[src/rtl/lpm_pkg.sv]
package lpm_pkg;
  localparam int DATA_W = 8;

  // write-data field positions
  localparam int B_STOP  = 7;
  localparam int B_SLEEP = 6;
  localparam int B_HIZ   = 5;
  localparam int B_RST   = 4;
  localparam int B_TMR   = 3;
  localparam int B_CG_HI = 2;
  localparam int B_CG_LO = 1;
  localparam int B_RSV   = 0;

  // request strobe indices
  localparam int RQ_SLEEP = 0;
  localparam int RQ_STOP  = 1;
  localparam int RQ_TBT   = 2;
  localparam int RQ_TIMER = 3;
  localparam int RQ_N     = 4;

  typedef enum logic [4:0] {
    MODE_RUN   = 5'b00001,
    MODE_SLEEP = 5'b00010,
    MODE_TBT   = 5'b00100,
    MODE_STOP  = 5'b01000,
    MODE_TIMER = 5'b10000
  } lpm_mode_e;
endpackage

[src/rtl/lpm_write_decode.sv]
module lpm_write_decode
  import lpm_pkg::*;
(
  input  logic      stop_bit,
  input  logic      sleep_bit,
  input  logic      tmr_bit_n,
  input  logic      clk_osc_sel,
  input  logic      sub_clk_mode,
  output lpm_mode_e target
);
  // stop request outranks sleep, sleep outranks the timer request
  always_comb begin
    target = MODE_RUN;
    if (stop_bit) begin
      target = clk_osc_sel ? MODE_STOP : MODE_TBT;
    end else if (sleep_bit) begin
      target = MODE_SLEEP;
    end else if (!tmr_bit_n) begin
      target = sub_clk_mode ? MODE_TIMER : MODE_TBT;
    end
  end
endmodule

[src/rtl/lpm_mode_fsm.sv]
module lpm_mode_fsm
  import lpm_pkg::*;
(
  input  logic              clk,
  input  logic              rst_n,
  input  logic              take,
  input  lpm_mode_e         target,
  input  logic              cancel_sleep,
  input  logic              cancel_tbt,
  input  logic              cancel_stop,
  input  logic              cancel_timer,
  input  logic              irq,
  output lpm_mode_e         mode_q,
  output logic [RQ_N-1:0]   req_q
);
  lpm_mode_e       mode_d;
  logic [RQ_N-1:0] req_d;

  always_comb begin
    mode_d = mode_q;
    req_d  = '0;
    unique case (mode_q)
      MODE_RUN: begin
        if (take && target != MODE_RUN) begin
          mode_d = target;
          unique case (target)
            MODE_SLEEP: req_d[RQ_SLEEP] = 1'b1;
            MODE_STOP:  req_d[RQ_STOP]  = 1'b1;
            MODE_TBT:   req_d[RQ_TBT]   = 1'b1;
            MODE_TIMER: req_d[RQ_TIMER] = 1'b1;
            default:    req_d           = '0;
          endcase
        end
      end
      MODE_SLEEP: if (cancel_sleep || cancel_stop) mode_d = MODE_RUN;
      MODE_TBT:   if (cancel_tbt   || cancel_stop) mode_d = MODE_RUN;
      MODE_STOP:  if (cancel_stop)                 mode_d = MODE_RUN;
      MODE_TIMER: if (cancel_timer || irq)         mode_d = MODE_RUN;
      default:    mode_d = MODE_RUN;
    endcase
  end

  always_ff @(posedge clk or negedge rst_n) begin
    if (!rst_n) begin
      mode_q <= MODE_RUN;
      req_q  <= '0;
    end else begin
      mode_q <= mode_d;
      req_q  <= req_d;
    end
  end
endmodule

[src/rtl/lpm_rst_timer.sv]
module lpm_rst_timer #(
  parameter int CYCLES = 3
) (
  input  logic clk,
  input  logic rst_n,
  input  logic mc_en,
  input  logic start,
  output logic active
);
  localparam int             CNT_W = $clog2(CYCLES + 1);
  localparam logic [CNT_W-1:0] LOAD = CNT_W'(CYCLES);

  logic [CNT_W-1:0] cnt_q;
  logic [CNT_W-1:0] cnt_d;

  always_comb begin
    cnt_d = cnt_q;
    if (start) begin
      cnt_d = LOAD;
    end else if (mc_en && cnt_q != '0) begin
      cnt_d = cnt_q - 1'b1;
    end
  end

  always_ff @(posedge clk or negedge rst_n) begin
    if (!rst_n) cnt_q <= '0;
    else        cnt_q <= cnt_d;
  end

  assign active = (cnt_q != '0);
endmodule

[src/rtl/lpm_ctrl_reg.sv]
module lpm_ctrl_reg
  import lpm_pkg::*;
#(
  parameter int RST_CYCLES = 3
) (
  input  logic              clk,
  input  logic              rst_n,
  input  logic              mc_en,
  input  logic              wr_en,
  input  logic [DATA_W-1:0] wr_data,
  output logic [DATA_W-1:0] rd_data,
  input  logic              clk_osc_sel,
  input  logic              sub_clk_mode,
  input  logic              irq,
  input  logic              cancel_sleep,
  input  logic              cancel_tbt,
  input  logic              cancel_stop,
  input  logic              cancel_timer,
  output logic              req_sleep,
  output logic              req_stop,
  output logic              req_tbt,
  output logic              req_timer,
  output logic [4:0]        mode_o,
  output logic              pins_hiz,
  output logic              int_rst,
  output logic [1:0]        suspend_sel
);
  logic            rst_busy;
  logic            wr_take;
  lpm_mode_e       target;
  lpm_mode_e       mode_q;
  logic [RQ_N-1:0] req_q;
  logic            hiz_q, hiz_d;
  logic [1:0]      cg_q, cg_d;
  logic            unused_rsv;

  assign unused_rsv = wr_data[B_RSV];
  assign wr_take    = wr_en && !rst_busy;

  lpm_write_decode u_dec (
    .stop_bit     (wr_data[B_STOP]),
    .sleep_bit    (wr_data[B_SLEEP]),
    .tmr_bit_n    (wr_data[B_TMR]),
    .clk_osc_sel  (clk_osc_sel),
    .sub_clk_mode (sub_clk_mode),
    .target       (target)
  );

  lpm_mode_fsm u_fsm (
    .clk          (clk),
    .rst_n        (rst_n),
    .take         (wr_take),
    .target       (target),
    .cancel_sleep (cancel_sleep),
    .cancel_tbt   (cancel_tbt),
    .cancel_stop  (cancel_stop),
    .cancel_timer (cancel_timer),
    .irq          (irq),
    .mode_q       (mode_q),
    .req_q        (req_q)
  );

  lpm_rst_timer #(.CYCLES(RST_CYCLES)) u_rst (
    .clk    (clk),
    .rst_n  (rst_n),
    .mc_en  (mc_en),
    .start  (wr_take && !wr_data[B_RST]),
    .active (rst_busy)
  );

  // stored configuration fields
  always_comb begin
    hiz_d = hiz_q;
    cg_d  = cg_q;
    if (wr_take) begin
      hiz_d = wr_data[B_HIZ];
      cg_d  = wr_data[B_CG_HI:B_CG_LO];
    end
  end

  always_ff @(posedge clk or negedge rst_n) begin
    if (!rst_n) begin
      hiz_q <= 1'b0;
      cg_q  <= 2'b00;
    end else begin
      hiz_q <= hiz_d;
      cg_q  <= cg_d;
    end
  end

  always_comb begin
    rd_data          = '0;
    rd_data[B_HIZ]   = hiz_q;
    rd_data[B_RST]   = 1'b1;
    rd_data[B_TMR]   = 1'b1;
    rd_data[B_CG_HI:B_CG_LO] = cg_q;
    rd_data[B_RSV]   = 1'b1;
  end

  assign mode_o      = mode_q;
  assign req_sleep   = req_q[RQ_SLEEP];
  assign req_stop    = req_q[RQ_STOP];
  assign req_tbt     = req_q[RQ_TBT];
  assign req_timer   = req_q[RQ_TIMER];
  assign int_rst     = rst_busy;
  assign suspend_sel = cg_q;
  assign pins_hiz    = hiz_q &&
                       (mode_q == MODE_TBT || mode_q == MODE_STOP || mode_q == MODE_TIMER);
endmodule

[config.mk]
export PLATFORM = sky130hd
export DESIGN_NAME = lpm_ctrl_reg
export DESIGN_NICKNAME = d
export VERILOG_FILES = /design/src/rtl/lpm_pkg.sv /design/src/rtl/lpm_write_decode.sv /design/src/rtl/lpm_mode_fsm.sv /design/src/rtl/lpm_rst_timer.sv /design/src/rtl/lpm_ctrl_reg.sv
export SDC_FILE = /design/constraint.sdc
export NUM_CORES = 1
export LEC_CHECK = 0
export CORE_UTILIZATION = 35
export CTS_BUF_LIST = sky130_fd_sc_hd__clkbuf_8
export DETAILED_ROUTE_END_ITERATION = 12
export GPL_ROUTABILITY_DRIVEN = 0
export PLACE_DENSITY = 0.73
export SKIP_CTS_REPAIR_TIMING = 1
export SYNTH_ARGS = -nofsm -noshare
export SYNTH_HDL_FRONTEND = slang
export SYNTH_SLANG_ARGS = --single-unit
[constraint.sdc]
create_clock -name clk -period 1.59 [get_ports clk]
set_input_delay 0.2385 -clock clk [delete_from_list [all_inputs] [get_ports clk]]
set_output_delay 0.2385 -clock clk [all_outputs]
set_load 0.02 [all_outputs]
# --- Word-level counts from Yosys, hierarchy flattened ---
# Cells that the tools add are included.
op_classes:
  n_addsub: 1
  n_mul: 0
  n_div: 0
  order_cmp: 0
  eq_ne: 15
  n_shift: 0
  muxes: 19
  n_bitwise: 0
  n_reduce_logical: 15
ops:
  columns: ["op", "n"]
  rows:
  - ["$mux 5", 9]
  - ["$pmux 5 s5", 1]
  - ["$mux 4", 3]
  - ["$eq 5x2->1 const B", 2]
  - ["$eq 5x3->1 const B", 2]
  - ["$eq 5x4->1 const B", 2]
  - ["$eq 5x5->1 const B", 2]
  - ["$ne 2x1->1 const B", 4]
  - ["$eq 5x1->1 const B", 1]
  - ["$logic_and 1x1->1", 5]
  - ["$logic_or 1x1->1", 5]
  - ["$ne 5x1->1 const B", 1]
  - ["$reduce_and 5->1", 1]
  - ["$mux 1", 4]
  - ["$mux 2", 2]
  - ["$reduce_bool 2->1", 2]
  - ["$logic_not 1->1", 2]
  - ["$ne 2x2->1 const B", 1]
  - ["$sub 2x1->2 const B", 1]
totals:
  register_bits: 14
  latchBits: 0
  mem_bits_rw: 0
  rom_bits: 0
  word_cells: 55
  memories: 0

# --- Longest topological paths before layout ---
# Gate-level depths: netlist (run 1).
logic_depth:
  ltp_word: 8
  ltp_mapped: 6
  ltp_nobuf: 6

# --- By module ---
# From an unflattened synthesis (run 1), not the netlist that was laid out.
hier_totals:
  hier_cells: 78
  hier_area_um2: 850.8
modules_own_cells:
  columns: ["mod", "instances", "cells_each", "area_per_inst_um2", "seq_area_each_um2"]
  rows:
  - ["lpm_mode_fsm", 1, 36, 431.7, 226.5]
  - ["lpm_ctrl_reg", 1, 23, 240.2, 75.1]
  - ["lpm_rst_timer", 1, 13, 123.9, 50.0]
  - ["lpm_write_decode", 1, 6, 55.1, 0.0]

# --- Worst setup path before layout (run 1) ---
# No wires, ideal clock.
synth_path:
  kind: "register to register"
  startpoint: "register u_rst.cnt_q[0]"
  endpoint: "register u_fsm.mode_q[4]"
  t_arrival_ns: 1.239
  t_required_ns: 1.469
  path_slack_ns: 0.230
  path_stages_with_launch: 7
  n_path_buf: 0
  period_less_slack_ns: 1.360
  path_cell_list: "dfrtp_1 inv_1 ha_1 nand2_2 and4bb_1 and4b_1 nand2b_1"
synth_between:
  elab_chain_len: 6
synth_rtl:
  columns: ["item", "line_no", "rtl"]
  rows:
  - ["start, declared", "lpm_rst_timer.sv:13", "logic [CNT_W-1:0] cnt_q;"]
  - ["start signal, assigned", "lpm_rst_timer.sv:27", "else cnt_q <= cnt_d;"]
  - ["$reduce_bool 2->1", "lpm_rst_timer.sv:30", "assign active = (cnt_q != '0);"]
  - ["$logic_not 1->1", "lpm_ctrl_reg.sv:38", "assign wr_take = wr_en && !rst_busy;"]
  - ["$logic_and 1x1->1", "lpm_ctrl_reg.sv:38", null]
  - ["$logic_and 1x1->1", "lpm_mode_fsm.sv:24", "if (take && target != MODE_RUN) begin"]
  - ["$ne 2x1->1 (no source line)", null, null]
  - ["$reduce_and 5->1 (no source line)", null, null]
  - ["end signal, assigned", "lpm_mode_fsm.sv:48", "mode_q <= mode_d;"]
  - ["end, declared", "lpm_mode_fsm.sv:13", "output lpm_mode_e mode_q,"]
# Every way passes these cells.
# A chain may end at the register's enable or synchronous reset.

# --- Worst setup path after layout (run 1) ---
layout_path:
  startpoint: "register u_fsm.mode_q[3]"
  endpoint: "output port mode_o[3]"
layout_lines:
  columns: ["item", "line_no", "rtl"]
  rows:
  - ["end, declared", "lpm_ctrl_reg.sv:23", "output logic [4:0] mode_o,"]
# No word-level cell between the ends.

==> results of run 1 <==
cell usage in the layout, fill, tap and decap left out, types with 2 or more instances in the layout:
cell             synthesis  routed
clkdlybuf4s50_1          0      27
dfrtp_1                 13      13
inv_1                    6       6
dlymetal6s2s_1           0       6
buf_4                    8       6
conb_1                   2       5
nor2_1                   4       4
clkbuf_8                 0       4
mux2i_1                  3       3
mux2_2                   3       3
nor4_1                   2       2
a21oi_1                  2       2
nand3_1                  2       2
nor3b_1                  3       2
nand4_1                  2       2
nor2b_1                  2       2
a21o_1                   2       2
nand2b_1                 2       2
metal layers:
layer  vias to the layer above  GRT usage  wire length (um)
li1                        309          -                 -
met1                       312     0.1925               702
met2                        23     0.3162               943
met3                         4    0.02264                72
met4                         0     0.1278                45
met5                         -          0                 0
state kept, by name, indices dropped and copies added, names as in the netlist:
signal	count
u_rst.cnt_q	2
u_fsm.req_q	4
u_fsm.mode_q	5
suspend_sel	2
hiz_q	1
cell type report:
class,count,area share
inverter,6,0.01925
sequential,14,0.3005
tap,27,0.02888
clock buffer,4,0.04706
timing repair buffer,39,0.3337
multi-input combinational,45,0.2706
worst paths after layout:
check                                 from              end  slack [ns]  depth (start not counted)
setup / recovery           u_fsm.mode_q[3]        mode_o[3]        0.12                          1
hold / removal                       rst_n   u_rst.cnt_q[1]        0.31                          2
setup reg to reg            u_rst.cnt_q[0]  u_fsm.mode_q[4]        0.13                          6
hold reg to reg             u_rst.cnt_q[0]   u_rst.cnt_q[0]        0.53                          2
max in group asynchronous            rst_n  u_fsm.mode_q[0]        1.04                          2
min in group clk            u_rst.cnt_q[0]   u_rst.cnt_q[0]        0.53                          2
power by group through the flow:
stage               combinational, mW  clock [mW]  sequential [mW]
global placement                0.650           0            0.498
detailed placement              0.671           0            0.502
CTS                             0.677       0.346            0.499
finish                          0.673       0.344            0.500
floorplan                       0.359           0            0.554
global route                    0.725       0.366            0.507
metrics by stage:
stage                     setup slack [ns]    util
after floorplan                     0.2298       -
after global placement             0.02811  0.5568
after detailed placement          -0.01822  0.5568
after CTS                          -0.2438  0.5848
after global routing               0.03011  0.5963
final                               0.1192  0.5963
cells by family (layout without fill, tap and decap cells):
logic type	after synthesis	in the layout
simple gates	24	24
flops	14	14
buf+inv	14	49
compound gates	8	8
mux	6	6
other cells	2	5
fa+ha+maj	1	1
xor+xnor	1	1
==> impl_metrics.env, run 1 <==
export IMPL_status="complete, no violations"
export IMPL_cp_start_kind="flip-flop"
export IMPL_power_share_clock=0.227
export IMPL_vias=648
export IMPL_ys_seq_area_frac=0.4803
export IMPL_cts_root_buf="clkbuf_8"
export IMPL_yosys_cell_count_top_type="dfrtp_1"
export IMPL_die_area_sq_mm=0.002278
export IMPL_postRouteAntennaNets=0
export IMPL_n_antenna_cell=0
export IMPL_nets=129
export IMPL_synth_compound_area_share=0.07179
export IMPL_synth_common_cells="13 x dfrtp_1, 8 x buf_4, 6 x inv_1, 4 x nor2_1"
export IMPL_hold_viol=0
export IMPL_period_share=0.9250
export IMPL_maxCapViolations=0
export IMPL_synthAdderAreaFrac=0.01709
export IMPL_cts_max_level=1
export IMPL_p_seq_frac=0.329
export IMPL_grtUsageTotal=0.1780
export IMPL_initial_core_util=0.3731
export IMPL_grt_pass1_vias=601
export IMPL_synth_area_leaders="dfrtp_1 44%, buf_4 8.2%, mux2_2 4.6%, mux2i_1 4.1%, dfstp_2 3.6%"
export IMPL_rows=16
export IMPL_fin_worst_skew_ns=0.003908
export IMPL_cts_buffers=3
export IMPL_synth_top_family_by_area="simple AND/OR/NAND/NOR gates"
export IMPL_cp_top_family="buffers and inverters"
export IMPL_multi_input_area_sq_um=316.6
export IMPL_async_flop_share=1.000
export IMPL_syn2layout_area_growth_pct=59.83
export IMPL_drv_slew=0
export IMPL_crit_chain="clkdlybuf4s50_1"
export IMPL_yosysWarnings=0
export IMPL_min_period_ns=1.471
export IMPL_swShare=0.3378
export IMPL_path_clk_slew_ns=0.06
export IMPL_clk_latency_ns=0.24
export IMPL_grt_remaining_overflow=0
export IMPL_placed_cells=131
export IMPL_yosys_mux_area_fraction=0.08718
export IMPL_synth_edf_count=0
export IMPL_fin_hold_ws_ns=0.3098
export IMPL_cts_tree="done"
export IMPL_io_pins=40
export IMPL_synth_top_area_cell="dfrtp_1"
export IMPL_hold_class="input pin to asynchronous set/reset pin"
export IMPL_grt_max_degree=15
export IMPL_die_h_um=47.73
export IMPL_synth_main_ff_cell="dfrtp_1"
export IMPL_drive_above_1_share=0.1667
export IMPL_synth_top_cell_area_share=0.4444
export IMPL_die_w_um=47.73
export IMPL_crit_type="flip-flop to output port"
export IMPL_yosysUniqueCellTypes=29
export IMPL_final_cells=135
export IMPL_regArea_sq_um=351.6
export IMPL_irDropWorstVdd_mv=0.8741
export IMPL_clockBufferDepth=2
export IMPL_crit_path_top_delay_cell="clkdlybuf4s50_1"
export IMPL_power_switching_uw=512.3
export IMPL_drt_iter0_drc=1
export IMPL_power_frac_comb=0.444
export IMPL_p_int_mw=1.004
export IMPL_power_mw=1.517
export IMPL_nFillCells=171
export IMPL_routed_wl_mm=1.763
export IMPL_synth_seq_cells=14
export IMPL_routed_via_density=4.800
export IMPL_cp_arrival_ns=1.23
export IMPL_syn_inst=70
export IMPL_drcViolationCount=0
export IMPL_avgSynthCellArea_sq_um=10.46
export IMPL_antenna_found_initial=0
export IMPL_critPathRequiredTime_ns=1.35
export IMPL_cts_sinks=14
export IMPL_p_leak_nw=0.6468
export IMPL_crit_fanout=4
export IMPL_dr_pass1_iters=4
export IMPL_final_area_sq_mm=0.001170
export IMPL_max_stage_delay_ns=0.62
export IMPL_grt_pass1_wl_mm=2.635
export IMPL_place_area_sq_mm=0.001092
export IMPL_core_area_sq_mm=0.001962
export IMPL_hpwl_mm=1.401
export IMPL_synth_xor_area_frac=0.01197
export IMPL_wl_per_cell_um=13.06
export IMPL_setup_viol=0
export IMPL_fin_setup_tns_ns=0
export IMPL_synthSimpleGateAreaFrac=0.2085
export IMPL_netlist_area_sq_um=732.0
export IMPL_crit_buf_inv=1
export IMPL_power_density_mw_per_mm2=1296
export IMPL_critPathCaptureType="output port"
export IMPL_grt_setup_unrepaired="false"
export IMPL_max_freq_mhz=679.9
export IMPL_port_buffer_count=33
No activity file was read; power rests on OpenSTA's default activity.
==> inputs of run 2 (changes only) <==
--- a/config.mk
+++ b/config.mk
@@ -9,5 +9,7 @@
 export CTS_BUF_LIST = sky130_fd_sc_hd__clkbuf_8
+export CTS_CLUSTER_SIZE = 24
 export DETAILED_ROUTE_END_ITERATION = 12
+export DONT_BUFFER_PORTS = 1
 export GPL_ROUTABILITY_DRIVEN = 0
-export PLACE_DENSITY = 0.73
+export PLACE_DENSITY = 0.48
 export SKIP_CTS_REPAIR_TIMING = 1
==> constraint.sdc (replaced) <==
create_clock -name clk -period 1.59 [get_ports clk]
set_input_delay 0.318 -clock clk [delete_from_list [all_inputs] [get_ports clk]]
set_output_delay 0.318 -clock clk [all_outputs]
set_load 0.02 [all_outputs]
==> impl_metrics.env, run 2 (same netlist as run 1, synthesis figures left out) <==
export IMPL_cts_tree="done"
export IMPL_n_antenna_cell=0
export IMPL_regMostFlops="u_fsm.mode_q"
export IMPL_setup_viol=0
export IMPL_mostFrequentLayoutCell="dfrtp_1"
export IMPL_slew_headroom=0.5730
export IMPL_dpl_worst_slack_ns=0.06107
export IMPL_path_clk_slew_ns=0.06
export IMPL_clk_latency_ns=0.24
export IMPL_grt_remaining_overflow=0
export IMPL_drt_iter0_drc=5
export IMPL_setup_slack_ns=0.05906
export IMPL_cts_buffers=3
export IMPL_vias=482
export IMPL_cp_start_kind="flip-flop"
export IMPL_hold_class="input pin to flip-flop"
export IMPL_wl_per_cell_um=13.77
export IMPL_regArea_sq_um=352.8
export IMPL_grt_use_met3=0.03396
export IMPL_layout_common_cells="12 x dfrtp_1, 7 x inv_1, 5 x conb_1"
export IMPL_fin_setup_tns_ns=0
export IMPL_drv_slew=0
export IMPL_fin_worst_skew_ns=0.002000
export IMPL_irDropWorstVdd_mv=0.7845
export IMPL_maxCapViolations=0
export IMPL_crit_chain="nor2_1 > o2111a_2"
export IMPL_grt_setup_unrepaired="false"
export IMPL_grt_busiest_layer="met2"
export IMPL_drcViolationCount=0
export IMPL_tightest_slew_ns=0.6384
export IMPL_dr_pass1_iters=5
export IMPL_max_stage_delay_ns=0.49
export IMPL_largest_reg_flops=5
export IMPL_power_density_mw_per_mm2=1536
export IMPL_routed_via_density=4.869
export IMPL_period_share=0.9629
export IMPL_grtUsageMet2=0.2027
export IMPL_grt_max_degree=15
export IMPL_status="complete, no violations"
export IMPL_grt_pass1_vias=449
export IMPL_cts_root_buf="clkbuf_8"
export IMPL_crit_path_top_delay_cell="dfrtp_1"
export IMPL_critPathRequiredTime_ns=1.27
export IMPL_die_w_um=47.73
export IMPL_antenna_found_initial=0
export IMPL_cts_sinks=14
export IMPL_largestRegisters="u_fsm.mode_q (5), u_fsm.req_q (4)"
export IMPL_grt_util_met1=0.1752
export IMPL_crit_fanout=5
export IMPL_die_h_um=47.73
export IMPL_hpwl_mm=1.073
export IMPL_nFillCells=212
export IMPL_rows=16
export IMPL_die_area_sq_mm=0.002278
export IMPL_syn2layout_area_growth_pct=8.205
export IMPL_grt_pass1_wl_mm=1.994
export IMPL_initial_core_util=0.3731
export IMPL_io_pins=40
export IMPL_port_buffer_count=0
export IMPL_drive_above_1_share=0.2083
export IMPL_grtUsageTotal=0.1356
export IMPL_core_area_sq_mm=0.001962
export IMPL_routed_wl_mm=1.363
export IMPL_cp_arrival_ns=1.21
export IMPL_max_freq_mhz=653.2
export IMPL_clockBufferDepth=2
export IMPL_multi_input_area_sq_um=312.8
export IMPL_nets=93
export IMPL_critPathCaptureType="output port"
export IMPL_cts_max_level=1
export IMPL_power_mw=1.216
export IMPL_p_leak_nw=0.4142
export IMPL_hold_viol=0
export IMPL_postRouteAntennaNets=0
export IMPL_min_period_ns=1.531
export IMPL_crit_type="flip-flop to output port"
[run 2: cell types whose count changed in the layout (fill, tap and decap cells not counted), sizes merged]
cell,before,now
clkbuf,4,3
buf,6,2
dlymetal6s2s,6,0
inv,6,7
clkdlybuf4s50,27,0
dlygate4sd3,0,1
[run 2: through the flow]
| stage | std cells | util | cell area, sq um | hold slack, ns |
|---|---|---|---|---|
| after global routing | 99 | 0.4037 | 792.0 | 0.2136 |
| after CTS | 98 | 0.3960 | 777.0 | -0.2429 |
| after floorplan | 73 | - | 743.2 | 0.02241 |
| final | 99 | 0.4037 | 792.0 | 0.2221 |
| after detailed placement | 94 | 0.3731 | 732.0 | 0.02282 |
| after global placement | 94 | 0.3731 | 732.0 | 0.02272 |
[run 2: final timing paths]
path | from | to | slack, ns | cells past startpoint
max | u_fsm.mode_q[1] | pins_hiz | 0.06 | 2
min | wr_data[5] | hiz_q | 0.22 | 1
max reg2reg | u_rst.cnt_q[0] | u_fsm.mode_q[4] | 0.10 | 6
min reg2reg | u_rst.cnt_q[1] | u_rst.cnt_q[1] | 0.53 | 2
max in group asynchronous | rst_n | u_fsm.mode_q[2] | 0.60 | 1
min in group asynchronous | rst_n | u_rst.cnt_q[0] | 0.54 | 1
[run 2: critical path, delay by kind of cell (launching register included)]
| family | cells | cell delay (ns) |
|---|---|---|
| DFF | 1 | 0.49 |
| AOI/OAI and AO/OA | 1 | 0.29 |
| and+or+nand+nor | 1 | 0.19 |
[run 2: power breakdown]
part           switching, mW  internal (mW)  total (mW)  leakage (nW)
registers              0.168          0.446       0.613         0.179
logic                  0.167          0.142       0.309         0.209
clock network          0.124          0.170       0.294        0.0269
total                  0.458          0.758        1.22         0.414
[run 2: final cells by class]
cell class                      count  area share
Tap cell                           27     0.04265
Timing Repair Buffer                3     0.03160
Sequential cell                    14      0.4455
Inverter                            6     0.02844
Multi-Input combinational cell     45      0.3949
Clock inverter                      1    0.004739
Clock buffer                        3     0.05213
[run 2: per-layer routing]
| metal | up-vias | wire [um] | part of all wire |
|---|---|---|---|
| met1 | 228 | 663 | 0.49 |
| met4 | 0 | 19 | 0.014 |
| met3 | 2 | 79 | 0.058 |
| li1 | 231 | - | - |
| met5 | - | 0 | 0 |
| met2 | 21 | 601 | 0.44 |
